**src/rtl/sdc_pkg.sv**
```systemverilog
package sdc_pkg;

  typedef enum logic [3:0] {
    C_DESEL = 4'd0,
    C_NOP   = 4'd1,
    C_STOP  = 4'd2,
    C_RD    = 4'd3,
    C_WR    = 4'd4,
    C_ACT   = 4'd5,
    C_PRE   = 4'd6,
    C_REF   = 4'd7,
    C_MRS   = 4'd8,
    C_RDA   = 4'd9,
    C_WRA   = 4'd10,
    C_PREA  = 4'd11
  } cmd_e;

  typedef enum logic [1:0] {
    B_IDLE = 2'd0,
    B_OPEN = 2'd1,
    B_WREC = 2'd2,
    B_RFSH = 2'd3
  } bst_e;

endpackage

```
**src/rtl/sdc_decode.sv**
```systemverilog
module sdc_decode
  import sdc_pkg::*;
(
  input  logic clk_en,
  input  logic chip_sel_n,
  input  logic row_strobe_n,
  input  logic col_strobe_n,
  input  logic wr_en_n,
  input  logic auto_pre,
  output cmd_e code
);

  always_comb begin
    code = C_DESEL;
    if (clk_en && !chip_sel_n) begin
      case ({row_strobe_n, col_strobe_n, wr_en_n})
        3'b111:  code = C_NOP;
        3'b110:  code = C_STOP;
        3'b101:  code = auto_pre ? C_RDA : C_RD;
        3'b100:  code = auto_pre ? C_WRA : C_WR;
        3'b011:  code = C_ACT;
        3'b010:  code = auto_pre ? C_PREA : C_PRE;
        3'b001:  code = C_REF;
        default: code = C_MRS;
      endcase
    end
  end

endmodule

```
**src/rtl/sdc_bank.sv**
```systemverilog
module sdc_bank
  import sdc_pkg::*;
#(
  parameter int CW = 8
) (
  input  logic          clk,
  input  logic          rst,
  input  logic          hit,
  input  cmd_e          cmd,
  input  logic [CW-1:0] burst_len,
  input  logic [CW-1:0] t_wr,
  output bst_e          st,
  output logic          ap
);

  localparam logic [CW:0] ONE = (CW+1)'(1);

  logic [CW:0] cnt;

  always_ff @(posedge clk) begin
    if (rst) begin
      st  <= B_IDLE;
      ap  <= 1'b0;
      cnt <= '0;
    end else if (hit) begin
      case (cmd)
        C_ACT: st <= B_OPEN;
        C_RDA: begin
          ap  <= 1'b1;
          cnt <= {1'b0, burst_len} - ONE;
        end
        C_WR, C_WRA: begin
          st  <= B_WREC;
          ap  <= (cmd == C_WRA);
          cnt <= {1'b0, burst_len} + {1'b0, t_wr} - ONE;
        end
        C_PRE, C_PREA: begin
          st <= B_IDLE;
          ap <= 1'b0;
        end
        default: ;
      endcase
    end else if (st == B_WREC) begin
      if (cnt == '0) begin
        st <= ap ? B_IDLE : B_OPEN;
        ap <= 1'b0;
      end else begin
        cnt <= cnt - ONE;
      end
    end else if (st == B_OPEN && ap) begin
      if (cnt == '0) begin
        st <= B_IDLE;
        ap <= 1'b0;
      end else begin
        cnt <= cnt - ONE;
      end
    end
  end

  // An idle bank must be opened before any write can start recovery
  assert_idle_not_to_wrec_R5: assert property (@(posedge clk) disable iff (rst)
    (st == B_IDLE) |=> (st != B_WREC));

  // A pending auto-precharge only exists on a bank that is in use
  assert_ap_needs_open_R7: assert property (@(posedge clk) disable iff (rst)
    ap |-> (st != B_IDLE));

  // Recovery cannot be cut short while its timer still runs
  assert_wrec_holds_R6: assert property (@(posedge clk) disable iff (rst)
    (st == B_WREC && cnt != '0) |=> (st == B_WREC));

endmodule

```
**src/rtl/sdc_refresh.sv**
```systemverilog
module sdc_refresh #(
  parameter int CW = 8
) (
  input  logic          clk,
  input  logic          rst,
  input  logic          start,
  input  logic [CW-1:0] t_rc,
  output logic          busy
);

  logic [CW-1:0] cnt;

  always_ff @(posedge clk) begin
    if (rst) begin
      busy <= 1'b0;
      cnt  <= '0;
    end else if (start) begin
      busy <= 1'b1;
      cnt  <= t_rc - CW'(1);
    end else if (busy) begin
      if (cnt == '0) busy <= 1'b0;
      else           cnt  <= cnt - CW'(1);
    end
  end

  assert_refresh_holds_R9: assert property (@(posedge clk) disable iff (rst)
    (busy && cnt != '0) |=> busy);

endmodule

```
**src/rtl/sdram_cmd_monitor.sv**
```systemverilog
module sdram_cmd_monitor
  import sdc_pkg::*;
#(
  parameter int NB  = 4,
  parameter int CW  = 8,
  localparam int BAW = (NB > 1) ? $clog2(NB) : 1
) (
  input  logic            clk,
  input  logic            rst,
  input  logic            clk_en,
  input  logic            chip_sel_n,
  input  logic            row_strobe_n,
  input  logic            col_strobe_n,
  input  logic            wr_en_n,
  input  logic [BAW-1:0]  bank_sel,
  input  logic            auto_pre,
  input  logic [CW-1:0]   burst_len,
  input  logic [CW-1:0]   t_wr,
  input  logic [CW-1:0]   t_rc,
  output logic [3:0]      cmd_o,
  output logic [2*NB-1:0] bank_state_o,
  output logic            illegal_o,
  output logic [3:0]      illegal_cmd_o
);

  cmd_e          cmd;
  bst_e          bst  [NB];
  logic [NB-1:0] ap_v;
  logic [NB-1:0] is_idle;
  logic [NB-1:0] is_wrec;
  logic [NB-1:0] hit;
  logic          rf_busy;
  logic          legal;
  logic          any_wrec;
  logic          all_idle;
  bst_e          tgt_st;
  logic          tgt_ap;
  logic          targets_bank;

  sdc_decode u_dec (
    .clk_en       (clk_en),
    .chip_sel_n   (chip_sel_n),
    .row_strobe_n (row_strobe_n),
    .col_strobe_n (col_strobe_n),
    .wr_en_n      (wr_en_n),
    .auto_pre     (auto_pre),
    .code         (cmd)
  );

  assign targets_bank = (cmd == C_ACT) || (cmd == C_RD) || (cmd == C_RDA) ||
                        (cmd == C_WR)  || (cmd == C_WRA) || (cmd == C_PRE);

  for (genvar i = 0; i < NB; i++) begin : g_bank
    assign hit[i] = legal && ((cmd == C_PREA) ||
                              (targets_bank && bank_sel == BAW'(i)));

    sdc_bank #(.CW(CW)) u_bank (
      .clk       (clk),
      .rst       (rst),
      .hit       (hit[i]),
      .cmd       (cmd),
      .burst_len (burst_len),
      .t_wr      (t_wr),
      .st        (bst[i]),
      .ap        (ap_v[i])
    );

    assign is_idle[i] = (bst[i] == B_IDLE);
    assign is_wrec[i] = (bst[i] == B_WREC);
    assign bank_state_o[2*i +: 2] = rf_busy ? B_RFSH : bst[i];
  end

  assign any_wrec = |is_wrec;
  assign all_idle = &is_idle;
  assign tgt_st   = bst[bank_sel];
  assign tgt_ap   = ap_v[bank_sel];

  sdc_refresh #(.CW(CW)) u_rfsh (
    .clk   (clk),
    .rst   (rst),
    .start (legal && cmd == C_REF),
    .t_rc  (t_rc),
    .busy  (rf_busy)
  );

  always_comb begin
    case (cmd)
      C_DESEL, C_NOP:        legal = 1'b1;
      C_STOP, C_PREA:        legal = !rf_busy && !any_wrec;
      C_RD, C_RDA,
      C_WR, C_WRA:           legal = !rf_busy && tgt_st == B_OPEN && !tgt_ap;
      C_ACT:                 legal = !rf_busy && tgt_st == B_IDLE;
      C_PRE:                 legal = !rf_busy && tgt_st != B_WREC;
      C_REF, C_MRS:          legal = !rf_busy && all_idle;
      default:               legal = 1'b0;
    endcase
  end

  always_ff @(posedge clk) begin
    if (rst) begin
      cmd_o         <= C_DESEL;
      illegal_o     <= 1'b0;
      illegal_cmd_o <= C_DESEL;
    end else begin
      cmd_o         <= cmd;
      illegal_o     <= !legal;
      illegal_cmd_o <= legal ? C_DESEL : cmd;
    end
  end

  assert_pulse_carries_cmd_R11: assert property (@(posedge clk) disable iff (rst)
    illegal_o |-> (illegal_cmd_o == cmd_o && cmd_o != C_DESEL && cmd_o != C_NOP));

  assert_quiet_when_legal_R11: assert property (@(posedge clk) disable iff (rst)
    !illegal_o |-> (illegal_cmd_o == C_DESEL));

  assert_refresh_blocks_R10: assert property (@(posedge clk) disable iff (rst)
    (rf_busy && cmd != C_DESEL && cmd != C_NOP) |=> illegal_o);

  assert_refresh_from_idle_R9: assert property (@(posedge clk) disable iff (rst)
    $rose(rf_busy) |-> $past(all_idle));

  assert_wrec_target_blocked_R6: assert property (@(posedge clk) disable iff (rst)
    (tgt_st == B_WREC && targets_bank) |=> illegal_o);

endmodule

```
**config.mk**
```make
export PLATFORM = sky130hd
export DESIGN_NAME = sdram_cmd_monitor
export DESIGN_NICKNAME = d
export VERILOG_FILES = /design/src/rtl/sdc_pkg.sv /design/src/rtl/sdc_decode.sv /design/src/rtl/sdc_bank.sv /design/src/rtl/sdc_refresh.sv /design/src/rtl/sdram_cmd_monitor.sv
export SDC_FILE = /design/constraint.sdc
export NUM_CORES = 1
export LEC_CHECK = 0
export ABC_AREA = 1
export BUFFER_PORTS_ARGS = -buffer_cell sky130_fd_sc_hd__buf_2
export CORE_MARGIN = 2
export CORE_UTILIZATION = 60
export CTS_CLUSTER_DIAMETER = 150
export DETAILED_ROUTE_END_ITERATION = 10
export MAX_ROUTING_LAYER = met4
export PLACE_DENSITY = 0.79
export REMOVE_ABC_BUFFERS = 1
export SYNTH_ARGS = -nofsm -noshare
export SYNTH_HDL_FRONTEND = slang
export SYNTH_SLANG_ARGS = --single-unit
```
**constraint.sdc**
```tcl
create_clock -name clk -period 6.45 [get_ports clk]
set_input_delay 1.29 -clock clk [delete_from_list [all_inputs] [get_ports clk]]
set_output_delay 1.29 -clock clk [all_outputs]
set_load 0.02 [all_outputs]
```
# Word level (Yosys, flattened, before mapping)
# Index checks and enable logic that the tools add are counted.
[totals] ff_bits=66 input_bits=34 output_inout_bits=17 wordCells=230
[op_classes] n_addsub=9 order_cmp=2 n_eq_ne=44 n_mux=80 bitwise_logic=1 reduce_logical=77
[ops] op="9-bit 2-to-1 mux" n=16
[ops] op="2-bit 2-to-1 mux" n=26
[ops] op="9-bit by 1-bit subtractor with 9-bit output, second input constant" n=5
[ops] op="9-bit zero test" n=4
[ops] op="4-bit inequality test, second input constant" n=8
[ops] op="4-bit one-hot mux with 7 select lines" n=1
[ops] op="1-bit 2-to-1 mux" n=24
[ops] op="8-bit 2-to-1 mux" n=3
[ops] op="1-bit logical AND" n=20
[ops] op="9-bit one-hot mux with 2 select lines" n=1
[ops] op="2-bit AND reduction" n=9
[ops] op="4-bit by 3-bit equality test with 1-bit output, second input constant" n=4
[ops] op="4-bit equality test, second input constant" n=4
[ops] op="4-bit 2-to-1 mux" n=4
[ops] op="8-bit by 1-bit subtractor with 8-bit output, second input constant" n=2
[ops] op="2-bit by 1-bit equality test with 1-bit output, second input constant" n=6
[ops] op="2-bit equality test, second input constant" n=6
[ops] op="3-bit equality test, second input constant" n=4
[ops] op="2-bit zero test" n=6
[ops] op="3-bit inequality test, second input constant" n=4
[ops] op="3-bit AND reduction" n=4
[ops] op="3-bit nonzero test" n=4
[ops] op="2-bit OR reduction" n=6
[ops] op="2-bit nonzero test" n=5
[ops] op="22 further kinds" n=37

# Depth between registers and ports, before layout
# Gate-level depths: netlist (run 1).
[depth] depth_word=14 mapped_depth=23 ltp_nobuf=22

# Cells and area by module
# Synthesis (run 1) repeated with hierarchy kept, for this count alone.
[hier_totals] hier_cells=1443 area_unflattened_um2=8217.9
[modules_own_cells] module="sdc_bank" instances=4 cells_each=294 area_per_inst_um2=1675.4 seq_area_each_um2=240.2
[modules_own_cells] module="sdram_cmd_monitor" instances=1 cells_each=126 area_per_inst_um2=714.4 seq_area_each_um2=180.2
[modules_own_cells] module="sdc_refresh" instances=1 cells_each=117 area_per_inst_um2=696.9 seq_area_each_um2=180.2
[modules_own_cells] module="sdc_decode" instances=1 cells_each=24 area_per_inst_um2=105.1 seq_area_each_um2=0.0

# Least setup slack after synthesis (run 1)
# Ideal clock, no wire load.
[synth_timing] kind="input port to flip-flop" startpoint="input port burst_len[1]" endpoint="register g_bank[1].u_bank.cnt[7]" setup_ps=86 arrival_time_ps=3402 required_time_ps=6364 setup_slack_ps=2962 path_stages=14 n_path_buf=0 cell_sequence="inv_1 -> ha_1 -> inv_1 -> ha_1 -> inv_1 -> fa_1 -> o21ai_0 -> a21oi_1 -> nor2_1 -> nor2_1 -> xor2_1 -> o21ai_0 -> o21ai_0 -> a211oi_1"
[synth_via] elab_chain_len=4 elab_cells_between_ends=5
[synth_lines] element="from (decl)" line="sdram_cmd_monitor.sv:17" text="input logic [CW-1:0] burst_len,"
[synth_lines] element="8-bit by 8-bit adder with 9-bit output" line="sdc_bank.sv:35" text="cnt <= {1'b0, burst_len} + {1'b0, t_wr} - ONE;"
[synth_lines] element="9-bit by 1-bit subtractor with 9-bit output" line="sdc_bank.sv:35"
[synth_lines] element="9-bit one-hot mux with 2 select lines *" line="sdc_bank.sv:26" text="case (cmd)"
[synth_lines] element="9-bit 2-to-1 mux *" line="sdc_bank.sv:25" text="end else if (hit) begin"
[synth_lines] element="to (signal assigned)" line="sdc_bank.sv:30" text="cnt <= {1'b0, burst_len} - ONE;"
[synth_lines] element="to (signal assigned)" line="sdc_bank.sv:35"
[synth_lines] element="to (signal assigned)" line="sdc_bank.sv:48" text="cnt <= cnt - ONE;"
[synth_lines] element="to (decl)" line="sdc_bank.sv:18" text="logic [CW:0] cnt;"
# Every way passes the cells marked *; elsewhere a longest branch is shown, timed or not.
# A chain may end at the register's enable or synchronous reset.

# Worst setup path after layout (run 1)
[layout_timing] startpoint="input port col_strobe_n" endpoint="register g_bank[1].u_bank.cnt[2]"
[layout_via] elab_chain_len=14 elab_cells_between_ends=40
[layout_lines] element="from (decl)" line="sdram_cmd_monitor.sv:13" text="input logic col_strobe_n,"
[layout_lines] element="3-bit by 1-bit equality test with 1-bit output (tied with other cells)" line="sdc_decode.sv:16" text="case ({row_strobe_n, col_strobe_n, wr_en_n})"
[layout_lines] element="4-bit one-hot mux with 7 select lines *" line="sdc_decode.sv:16"
[layout_lines] element="4-bit 2-to-1 mux *" line="sdc_decode.sv:15" text="if (clk_en && !chip_sel_n) begin"
[layout_lines] element="4-bit by 3-bit equality test with 1-bit output / 4-bit by 2-bit equality test with 1-bit output (equally long branches)" line="sdram_cmd_monitor.sv:50, sdram_cmd_monitor.sv:87"
[layout_lines] element="1-bit logical OR (3 in series)" line="sdram_cmd_monitor.sv:50" text="assign targets_bank = (cmd == C_ACT) || (cmd == C_RD) || (cmd == C_RDA) ||"
[layout_lines] element="1-bit logical OR (2 in series)" line="sdram_cmd_monitor.sv:51" text="(cmd == C_WR) || (cmd == C_WRA) || (cmd == C_PRE);"
[layout_lines] element="1-bit logical AND" line="sdram_cmd_monitor.sv:55" text="(targets_bank && bank_sel == BAW'(i)));"
[layout_lines] element="1-bit logical OR" line="sdram_cmd_monitor.sv:54" text="assign hit[i] = legal && ((cmd == C_PREA) ||"
[layout_lines] element="1-bit logical AND" line="sdram_cmd_monitor.sv:54"
[layout_lines] element="3-bit inequality test (no source line) / 3-bit nonzero test (equally long branches)"
[layout_lines] element="2-bit AND reduction (no source line)"
[layout_lines] element="to (signal assigned)" line="sdc_bank.sv:35"
[layout_lines] element="to (signal assigned)" line="sdc_bank.sv:48"
[layout_lines] element="to (signal assigned)" line="sdc_bank.sv:55" text="cnt <= cnt - ONE;"
# Marked as above.

==> metrics, run 1 <==
status finished clean; compound-gate portion of the synthesized area 18.4%; Row Count 33; Crit Path Category input port to flip-flop; GPL Wtd Cong 0.944; area leader, netlist dfxtp_1; Critical Path RT 6.69 ns; area grow syn2layout 9.56%; Finished Cell Area 5490 um^2; vias in the first global route 4602; Syn. warnings 0; hold_ws 0.474 ns; placed cell areas 5300 um^2; Worst EP arrival 4.37 ns; CTS Buffer Depth 2; crit start category input port; pre-CTS setup slack 2.09 ns; library cells used by synthesis 49; mux share of post-synthesis cell area 0%; Final Hold Vio Count 0; Pwr Density 173 nW/um^2; Initial DRC Count 394; core area 8180 um^2; Port Buffer Count 50; diode count 0; Clk Tree Root Cell clkbuf_8; Seq/Total Area, Yosys 26.4%; Synth Area in Simple Gates 33.3%; setup bufs post-CTS 0; leakage dissipation 2.76 nW; most frequent cells in the layout 179 x nand2_1, 104 x inv_1, 88 x nor2_1; RSZ-0062 raised after global routing no; ANT nets after route 0; Overflow after GRT 0; Die Span X 95.4 um; Post-synth EDFFs 0; FFs w/ async S/R, synth 0%; total negative setup slack 0 ns; die area 9100 um^2; drt wl/cell 13.6 um; Hold Path Class flip-flop to flip-flop; Post-Synth XOR/XNOR Area 4.89%; critical path endpoint category flip-flop; top cells by area, synth dfxtp_1 26%, nand2_1 13%, inv_1 7.8%; crit share post-route 63.9%; DRC errors left 0; top_reg_cell synth dfxtp_1; layout cells sized above 1 14.8%; clk sinks 66; detailed placement HPWL 9480 um; CP Max Fanout 12; largest family of logic cells by synthesized area simple AND/OR/NAND/NOR gates; Inst Count DP 926; Slew Limit Fails 0; Peak Freq 243 MHz; Final min period 4.12 ns; Seq cells post-synth 66; setup ws final 2.33 ns; final cell count without fillers 942; # nets final 888; top-area cell type share of the netlist area 26.4%; Setup Skew 0.0105 ns; vias 5226; # resized after CTS 0; peak supply drop 99.0 uV; Pre-antenna DRT Iters 5; DR vias/cell 5.55; Slew headroom 32.8%; post-detailed-routing wire length 12800 um; cell count after synthesis 788; starting utilization of the core area 61.3%; adder-cell share of the synthesized area 5.64%; worst-skew pair later-pin latency 0.36 ns; worst slew pin tran 0.997 ns; most common cell after layout, fill and taps aside nand2_1; endpoints failing setup 0; Clk pin slew, worst setup/hold paths 0.07 ns; Mapped Avg Cell Area 6.36 um^2; die height 95.4 um; Synth Cell Area 5010 um^2; max-cap viol count 0; all-layer global routing usage 29.8%; CTS tree yes; Hold-fix buffers, CTS 0; largest net degree at the start of global routing 30; H-tree depth 3; Top Ports 51; first-pass GRT wire length 20800 um; TritonCTS Buffers 9; initial antenna violation count 0
[flip-flops by register name, indices dropped and copies added, names as in the netlist]
register,cells
g_bank.u_bank.st,8
illegal_cmd_o,4
g_bank.u_bank.cnt,36
g_bank.u_bank.ap,4
cmd_o,4
illegal_o,1
u_rfsh.busy,1
u_rfsh.cnt,8
[path summary, 6_finish.rpt]
path / start / endpoint / slack, ns / cells after the start
max reg2reg: g_bank[3].u_bank.st[0]$_SDFFE_PP0P_ / g_bank[3].u_bank.cnt[1]$_SDFFE_PP0P_ / 3.48 / 14
min: g_bank[3].u_bank.cnt[1]$_SDFFE_PP0P_ / g_bank[3].u_bank.cnt[1]$_SDFFE_PP0P_ / 0.47 / 2
min reg2reg: g_bank[3].u_bank.cnt[1]$_SDFFE_PP0P_ / g_bank[3].u_bank.cnt[1]$_SDFFE_PP0P_ / 0.47 / 2
max: col_strobe_n / g_bank[1].u_bank.cnt[2]$_SDFFE_PP0P_ / 2.33 / 13
[metrics by stage]
step           utilization, %  total power [mW]
3_5_place_dp             64.8             0.592
4_1_cts                  67.2             0.949
2_1_floorplan               -             0.539
3_3_place_gp             64.8             0.587
6_report                 67.2             0.948
5_1_grt                  67.2             0.990
[worst max-delay path: stages]
cell and delay (ns):
buf_2 0.13, inv_2 0.13, nor2_1 0.06, nand2_1 0.13
nand3_1 0.12, nand2_2 0.17, nor2_1 0.07, nor2_1 0.52
inv_1 0.37, o31ai_1 0.84, o21ai_0 0.25, o21ai_0 0.23
a21oi_1 0.06
[cells by family (layout without fill, tap and decap cells)]
kind of cell,Yosys count,count (layout)
adder cells (fa/ha/maj),22,22
AO/OA/AOI/OAI,160,160
AND/OR/NAND/NOR,371,371
flip-flops,66,66
XOR/XNOR,28,28
buffers and inverters,141,190
[synthesized netlist by cell type (4+ instances only)]
library cell and number:
a21oi_1 47, nand3_1 38, buf_2 7, dfxtp_1 66
nand3_2 4, o21ai_1 22, a31oi_1 6, nor2_1 88
inv_1 104, nor2_2 5, xor2_1 19, nand2_2 17
nand3b_1 5, inv_2 14, xnor2_1 9, clkinv_1 4
ha_1 21, clkbuf_1 7, o21ai_2 4, nand4_1 9
o211a_1 4, nand2_1 179, o21ai_0 59, nor3_1 13
[area by class of cell]
type	instances	area [um^2]
clock buffer	12	145
clock inverter	4	51.3
fill	780	2680
inverter	123	464
multi-input combinational	581	3120
sequential	66	1320
tap	105	131
timing repair buffer	51	258
[per-layer routing]
metal	global-route usage [%]	share of wire [%]	vias to the layer above	wire, um
li1	-	-	2637	-
met1	37.4	44	2388	5650
met2	48.8	46	178	5900
met3	6.40	7.8	23	998
met4	8.33	1.8	0	227
met5	-	0	-	0
[power breakdown]
part / total, mW / internal (mW) / switching, mW
logic: 0.170 / 0.0558 / 0.115
clock network: 0.363 / 0.190 / 0.174
registers: 0.415 / 0.412 / 0.00280
total: 0.948 / 0.657 / 0.291
Power figures use the tool's default switching activity.
==> run 2: changes to the inputs <==
- CORE_UTILIZATION: 60 -> 54
- PLACE_DENSITY: 0.79 -> 0.75
- clock period: 6.45 -> 3.5 ns (I/O delays scaled with it)
==> run 2 against run 1 <==
  * Via count is 0.77% lower
  * Worst setup slack got worse by 1.8 ns
  * Cell count up 2.0%
  * Critical path depth up 4
  * Routed wire length rose by 0.63%
  * First-iteration DRC count is 40% lower
  * Flip-flop and latch count stayed put
  * Sequential power is 84% higher
  * Global-route usage fell by 3.0 points
  * Largest power group unchanged
  * Die area grew 11%
  * Combinational power is 91% higher
  * Clock skew increased by 0.00059 ns
==> metrics, run 2 (same netlist as run 1, synthesis figures left out) <==
slowest cell on the critical path nor2_4 (was o31ai_1); # resized after CTS 0 (unchanged); Row Count 35 (was 33); Pwr Density 304 nW/um^2 (was 173 nW/um^2); CTS tree yes (unchanged); status finished clean (unchanged); Crit Path Category input port to flip-flop (unchanged); placed cell areas 5400 um^2 (was 5300 um^2); Clock power frac 35.7% (was 38.3%); Top Registers g_bank.u_bank.cnt (36), g_bank.u_bank.st (8), u_rfsh.cnt (8) (unchanged); Port Buffer Count 50 (unchanged); most frequent cells in the layout 179 x nand2_1, 104 x inv_1, 88 x nor2_1 (unchanged); Logic pwr share 19.1% (was 18.0%); FF-to-FF Start g_bank[2].u_bank.st[0]$_SDFFE_PP0P_ (was g_bank[3].u_bank.st[0]$_SDFFE_PP0P_); Largest register FFs 36 (unchanged); Clk Tree Root Cell clkbuf_8 (unchanged); crit start category input port (unchanged); drt wl/cell 13.4 um (was 13.6 um); detailed placement HPWL 10000 um (was 9480 um); peak supply drop 235 uV (was 99.0 uV); layout cells sized above 1 16.4% (was 14.8%); DRC errors left 0 (unchanged); Hold-fix buffers, CTS 0 (unchanged); Int Power 1.15 mW (was 0.657 mW); crit share post-route 85.8%; Finished Cell Area 5580 um^2 (was 5490 um^2); Inst Count DP 945 (was 926); RSZ-0062 raised after global routing no (unchanged); Top Ports 51 (unchanged); setup bufs post-CTS 0 (unchanged); worst-skew pair later-pin latency 0.36 ns (about the same); worst slew pin tran 0.573 ns (was 0.997 ns); critical path endpoint category flip-flop (unchanged); final cell count without fillers 961 (was 942); crit path from chip_sel_n (was col_strobe_n); core area 9110 um^2 (was 8180 um^2); post-detailed-routing wire length 12900 um (was 12800 um); Critical Path RT 3.74 ns (was 6.69 ns); Largest Register g_bank.u_bank.cnt (unchanged); Hold Path Class flip-flop to flip-flop (unchanged); CP max stage delay 0.26 ns (was 0.84 ns); R2R depth 18 (was 14); Clk pin slew, worst setup/hold paths 0.08 ns (was 0.07 ns); DR vias/cell 5.40 (was 5.55); initial antenna violation count 0 (unchanged); most common cell after layout, fill and taps aside nand2_1 (unchanged); Pre-antenna DRT Iters 5 (unchanged); CP Max Fanout 13 (was 12); CP Buf/Inv Count 4 (was 3); # nets final 901 (was 888); Hold Crit Start u_rfsh.cnt[5]$_SDFFE_PP0P_ (was g_bank[3].u_bank.cnt[1]$_SDFFE_PP0P_); vias in the first global route 4738 (was 4602); die area 10100 um^2 (was 9100 um^2); H-tree depth 3 (unchanged); Sequential Power Share 45.1% (was 43.7%); Die Span X 100 um (was 95.4 um); leakage dissipation 2.82 nW (was 2.76 nW); max-cap viol count 0 (unchanged); Peak Freq 333 MHz; total negative setup slack 0 ns (unchanged); Worst EP arrival 3.25 ns (was 4.37 ns); Slew headroom 61.4% (was 32.8%); vias 5186 (was 5226); CTS Buffer Depth 2 (unchanged); starting utilization of the core area 55.0% (was 61.3%); RR Endpoint g_bank[1].u_bank.cnt[2]$_SDFFE_PP0P_ (was g_bank[3].u_bank.cnt[1]$_SDFFE_PP0P_); diode count 0 (unchanged); largest net degree at the start of global routing 38 (was 30); Final min period 3.00 ns; critical path depth in cells 17 (was 13); GPL Wtd Cong 0.995 (was 0.944); Overflow after GRT 0 (unchanged); TritonCTS Buffers 9 (unchanged); Cell Chain, Critical Path buf_2 > nor2_4 > nand2_2 > nor2_4 > inv_2 > nand3_2 > nand2_2 > a21oi_2 > nand2_4 > nand2_2 > inv_2 > nor2_2 > nand2_1 > o21ai_2 > inv_2 > o21ai_0 > a21oi_1 (was buf_2 > inv_2 > nor2_1 > nand2_1 > nand3_1 > nand2_2 > nor2_1 > nor2_1 > inv_1 > o31ai_1 > o21ai_0 > o21ai_0 > a21oi_1); Initial DRC Count 236 (was 394); all-layer global routing usage 26.9% (was 29.8%); ANT nets after route 0 (unchanged); first-pass GRT wire length 21400 um (was 20800 um); endpoints failing setup 0 (unchanged); Final Hold Vio Count 0 (unchanged); Switching Power 0.544 mW (was 0.291 mW); Setup Skew 0.0111 ns (was 0.0105 ns); worst setup path end g_bank[1].u_bank.cnt[2]$_SDFFE_PP0P_ (unchanged); Slew Limit Fails 0 (unchanged); clk sinks 66 (unchanged); Worst path top cell family by delay simple AND/OR/NAND/NOR gates (was compound AO/OA/AOI/OAI gates); die height 100 um (was 95.4 um); area grow syn2layout 11.3% (was 9.56%); r2r setup slk 0.81 ns (was 3.48 ns); Net Sw Frac 32.1% (was 30.7%)
run 2: power by group through the flow:
| stage | Combinational [mW] | Sequential [mW] | Clock [mW] |
|---|---|---|---|
| after floorplan | 0.209 | 0.784 | 0 |
| after global placement | 0.316 | 0.783 | 0 |
| after detailed placement | 0.322 | 0.783 | 0 |
| after CTS | 0.324 | 0.765 | 0.614 |
| after global routing | 0.363 | 0.766 | 0.647 |
| final | 0.324 | 0.765 | 0.606 |
run 2: metrics by stage:
step | worst slack (ns) | util (%) | power (mW) | hold WS, ns
CTS | 0.506 | 61.3 | 1.70 | 0.475
global route | 0.249 | 61.3 | 1.78 | 0.490
detailed placement | 0.126 | 59.3 | 1.11 | 0.462
finish | 0.498 | 61.3 | 1.70 | 0.471
floorplan | 0.533 | - | 0.993 | 0.446
global placement | 0.345 | 59.3 | 1.10 | 0.460
run 2: layout make-up:
cell class / instances / area (um^2)
Clock buffer: 10 / 138
Clock inverter: 6 / 41.3
Fill cell: 905 / 3530
Inverter: 123 / 464
Multi-Input combinational cell: 581 / 3120
Sequential cell: 66 / 1320
Tap cell: 111 / 139
Timing Repair Buffer: 64 / 355
run 2: layer usage:
metal	global-route usage (%)	routed length [um]	up-vias
met5	-	0	-
met4	9.48	285	0
met3	4.39	690	30
met2	43.9	5970	163
met1	33.7	5910	2337
li1	-	-	2656
run 2: worst register-to-register path, cell delays in order, from the launching register on:
cell     delay [ns]
dfxtp_1        0.32
inv_1          0.16
o21ai_0        0.10
nand2_1        0.06
nand2_1        0.09
nor2_1         0.11
nor2_1         0.04
nand2_1        0.08
nand3_1        0.07
nand2_1        0.10
nand2_4        0.17
nand2_2        0.26
inv_2          0.16
nor2_2         0.15
nand2_1        0.08
o21ai_2        0.19
inv_2          0.15
o21ai_0        0.22
a21oi_1        0.07
run 2: worst min-delay path by stage:
stage	to	slack [ns]	depth (start not counted)
CTS	u_rfsh.cnt[5]$_SDFFE_PP0P_	0.48	2
floorplan	g_bank[3].u_bank.ap$_SDFFE_PP0P_	0.45	2
global placement	g_bank[3].u_bank.cnt[1]$_SDFFE_PP0P_	0.46	2
detailed placement	u_rfsh.cnt[5]$_SDFFE_PP0P_	0.46	2
global route	u_rfsh.cnt[5]$_SDFFE_PP0P_	0.49	2
finish	u_rfsh.cnt[5]$_SDFFE_PP0P_	0.47	2
==> run 3: changes to the inputs <==
--- a/config.mk
+++ b/config.mk
@@ -12,5 +12,4 @@
 export CTS_CLUSTER_DIAMETER = 150
 export DETAILED_ROUTE_END_ITERATION = 10
-export MAX_ROUTING_LAYER = met4
 export PLACE_DENSITY = 0.75
 export REMOVE_ABC_BUFFERS = 1
==> constraint.sdc (replaced) <==
create_clock -name clk -period 3.5 [get_ports clk]
set_input_delay 0.7 -clock clk [delete_from_list [all_inputs] [get_ports clk]]
set_output_delay 0.7 -clock clk [all_outputs]
set_load 0.01 [all_outputs]
==> run 3 against run 2 <==
  * First-iteration DRC count rose by 2.5%
  * Clock skew grew 0.0027 ns
  * Design area up 0.74%
  * Die area unchanged
  * Maximum frequency up 1.2%
  * Hold slack better by 0.0044 ns
  * Combinational power down 1%
  * Total power up 7.6%
  * Sequential power about the same
  * Clock-buffer cell count unchanged
  * Non-clock buffer count is 1 lower
  * Critical path depth rose by 3
  * Critical endpoint unchanged
  * Largest cell class unchanged
  * Largest power group unchanged
==> metrics, run 3 (same netlist as run 1, synthesis figures left out) <==
Initial DRC Count 242 (was 236); post-detailed-routing wire length 13100 um (was 12900 um); die area 10100 um^2 (unchanged); all-layer global routing usage 27.1% (was 26.9%); Hold Path End u_rfsh.cnt[5]$_SDFFE_PP0P_ (unchanged); CTS tree yes (unchanged); critical path endpoint category flip-flop (unchanged); Clk pin slew, worst setup/hold paths 0.08 ns (about the same); FF-to-FF Start g_bank[0].u_bank.st[0]$_SDFFE_PP0P_ (was g_bank[2].u_bank.st[0]$_SDFFE_PP0P_); CP Max Fanout 13 (unchanged); r2r setup slk 0.80 ns (was 0.81 ns); max-cap viol count 0 (unchanged); area grow syn2layout 12.1% (was 11.3%); setup bufs post-CTS 0 (unchanged); Crit Path Category input port to flip-flop (unchanged); DRC errors left 0 (unchanged); Hold Crit Start u_rfsh.cnt[5]$_SDFFE_PP0P_ (unchanged); most common cell after layout, fill and taps aside nand2_1 (unchanged); vias 5236 (was 5186); ANT nets after route 0 (unchanged); worst-skew pair later-pin latency 0.35 ns (was 0.36 ns); crit start category input port (unchanged); Clk Tree Root Cell clkbuf_8 (unchanged); TritonCTS Buffers 9 (unchanged); Critical Path RT 3.74 ns (about the same); leakage dissipation 2.84 nW (was 2.82 nW); Hold-fix buffers, CTS 0 (unchanged); H-tree depth 3 (unchanged); vias in the first global route 4837 (was 4738); Final Hold Vio Count 0 (unchanged); Row Count 35 (unchanged); GRT met2 Usage 46.1% (was 43.9%); first-pass GRT wire length 22200 um (was 21400 um); Largest Register g_bank.u_bank.cnt (unchanged); diode count 0 (unchanged); routing usage on met3 3.62% (was 4.39%); clk sinks 66 (unchanged); die height 100 um (unchanged); detailed placement HPWL 10200 um (was 10000 um); most frequent cells in the layout 179 x nand2_1, 104 x inv_1, 88 x nor2_1 (unchanged); Hold Path Class flip-flop to flip-flop (unchanged); hold_ws 0.475 ns (was 0.471 ns); core area 9110 um^2 (unchanged); Slew headroom 52.6% (was 61.4%); busiest grt layer met2 (unchanged); total negative setup slack 0 ns (unchanged); fillers 884 (was 905); drt wl/cell 13.6 um (was 13.4 um); Top Ports 51 (unchanged); Port Buffer Count 50 (unchanged); starting utilization of the core area 55.0% (unchanged); Setup Skew 0.0138 ns (was 0.0111 ns); Die Span X 100 um (unchanged); GPL Wtd Cong 0.985 (was 0.995); endpoints failing setup 0 (unchanged); Largest register FFs 36 (unchanged); RSZ-0062 raised after global routing no (unchanged); initial antenna violation count 0 (unchanged); RR Endpoint g_bank[1].u_bank.cnt[2]$_SDFFE_PP0P_ (unchanged); GR Layer Usage met1 34.7% (was 33.7%); CTS Buffer Depth 2 (unchanged); Slew Limit Fails 0 (unchanged); Peak Freq 337 MHz (was 333 MHz); status finished clean (unchanged); Pre-antenna DRT Iters 5 (unchanged); DR vias/cell 5.45 (was 5.40); # resized after CTS 0 (unchanged); worst slew pin tran 0.703 ns (was 0.573 ns); Overflow after GRT 0 (unchanged); Worst EP arrival 3.20 ns (was 3.25 ns); R2R depth 18 (unchanged); crit share post-route 84.7% (was 85.8%); Pwr Density 325 nW/um^2 (was 304 nW/um^2); peak supply drop 253 uV (was 235 uV); # nets final 900 (was 901); Top Registers g_bank.u_bank.cnt (36), g_bank.u_bank.st (8), u_rfsh.cnt (8) (unchanged); layout cells sized above 1 16.3% (was 16.4%); Final min period 2.96 ns (was 3.00 ns); largest net degree at the start of global routing 46 (was 38); Worst Hold Depth 2 (unchanged)
## run 3: changes by cell type in the layout (fill, tap and decap cells not counted)
cell,change
bufinv_16,+2
clkinv_4,+2
clkinvlp_4,-2
buf_4,-1
clkinv_2,-1
inv_6,-1
## run 3: worst max path at each step
stage	start	to	slack [ns]	depth (start not counted)
after global routing	chip_sel_n	g_bank[1].u_bank.cnt[2]$_SDFFE_PP0P_	0.30	17
after detailed placement	auto_pre	g_bank[1].u_bank.cnt[2]$_SDFFE_PP0P_	0.21	20
after floorplan	clk_en	g_bank[3].u_bank.cnt[0]$_SDFFE_PP0P_	0.53	17
after CTS	auto_pre	g_bank[1].u_bank.cnt[2]$_SDFFE_PP0P_	0.57	20
after global placement	burst_len[1]	g_bank[1].u_bank.cnt[7]$_SDFFE_PP0P_	0.34	16
final	auto_pre	g_bank[1].u_bank.cnt[2]$_SDFFE_PP0P_	0.54	20
## run 3: stage by stage
step                setup slack (ns)  utilization [%]  instance area [um^2]  total power [mW]  std cells
floorplan                      0.533                -                  4910             0.988        770
detailed placement             0.208             59.2                  5390              1.10        944
global placement               0.336             59.2                  5390              1.09        944
CTS                            0.572             61.7                  5620              1.83        960
finish                         0.535             61.7                  5620              1.82        960
global route                   0.303             61.7                  5620              1.90        960
## run 3: routing by layer
metal,up-vias,routed length (um),share of wire (%)
li1,2658,-,-
met1,2371,5770,44
met2,179,6210,47
met3,28,752,5.7
met4,0,370,2.8
met5,-,0,0
## run 3: area by class of cell
type / count / area, um^2 / share of cell area [%]
clock inverters: 6 / 90.1 / 1.60
clock buffers: 10 / 138 / 2.45
flip-flops and latches: 66 / 1320 / 23.5
multi-input cells: 581 / 3120 / 55.5
inverters: 123 / 464 / 8.26
repair buffers: 63 / 348 / 6.19
well taps: 111 / 139 / 2.47
## run 3: critical path: stages
cell and delay [ns]:
buf_2 0.15, inv_2 0.05, nor2_1 0.10, nand2_1 0.12, nand2_1 0.10, nand2_2 0.10
nand3_2 0.14, nand2_1 0.06, nand2_1 0.06, nand3_1 0.10, nand2_1 0.12, nand2_4 0.17
nand2_2 0.25, inv_2 0.16, nor2_2 0.15, nand2_1 0.08, o21ai_2 0.18, inv_2 0.15
o21ai_0 0.19, a21oi_1 0.05
## run 3: power by group
group	leakage [nW]	internal, mW	switching [mW]
clock	0.112	0.422	0.319
sequential	0.532	0.759	0.00600
combinational	2.19	0.115	0.205
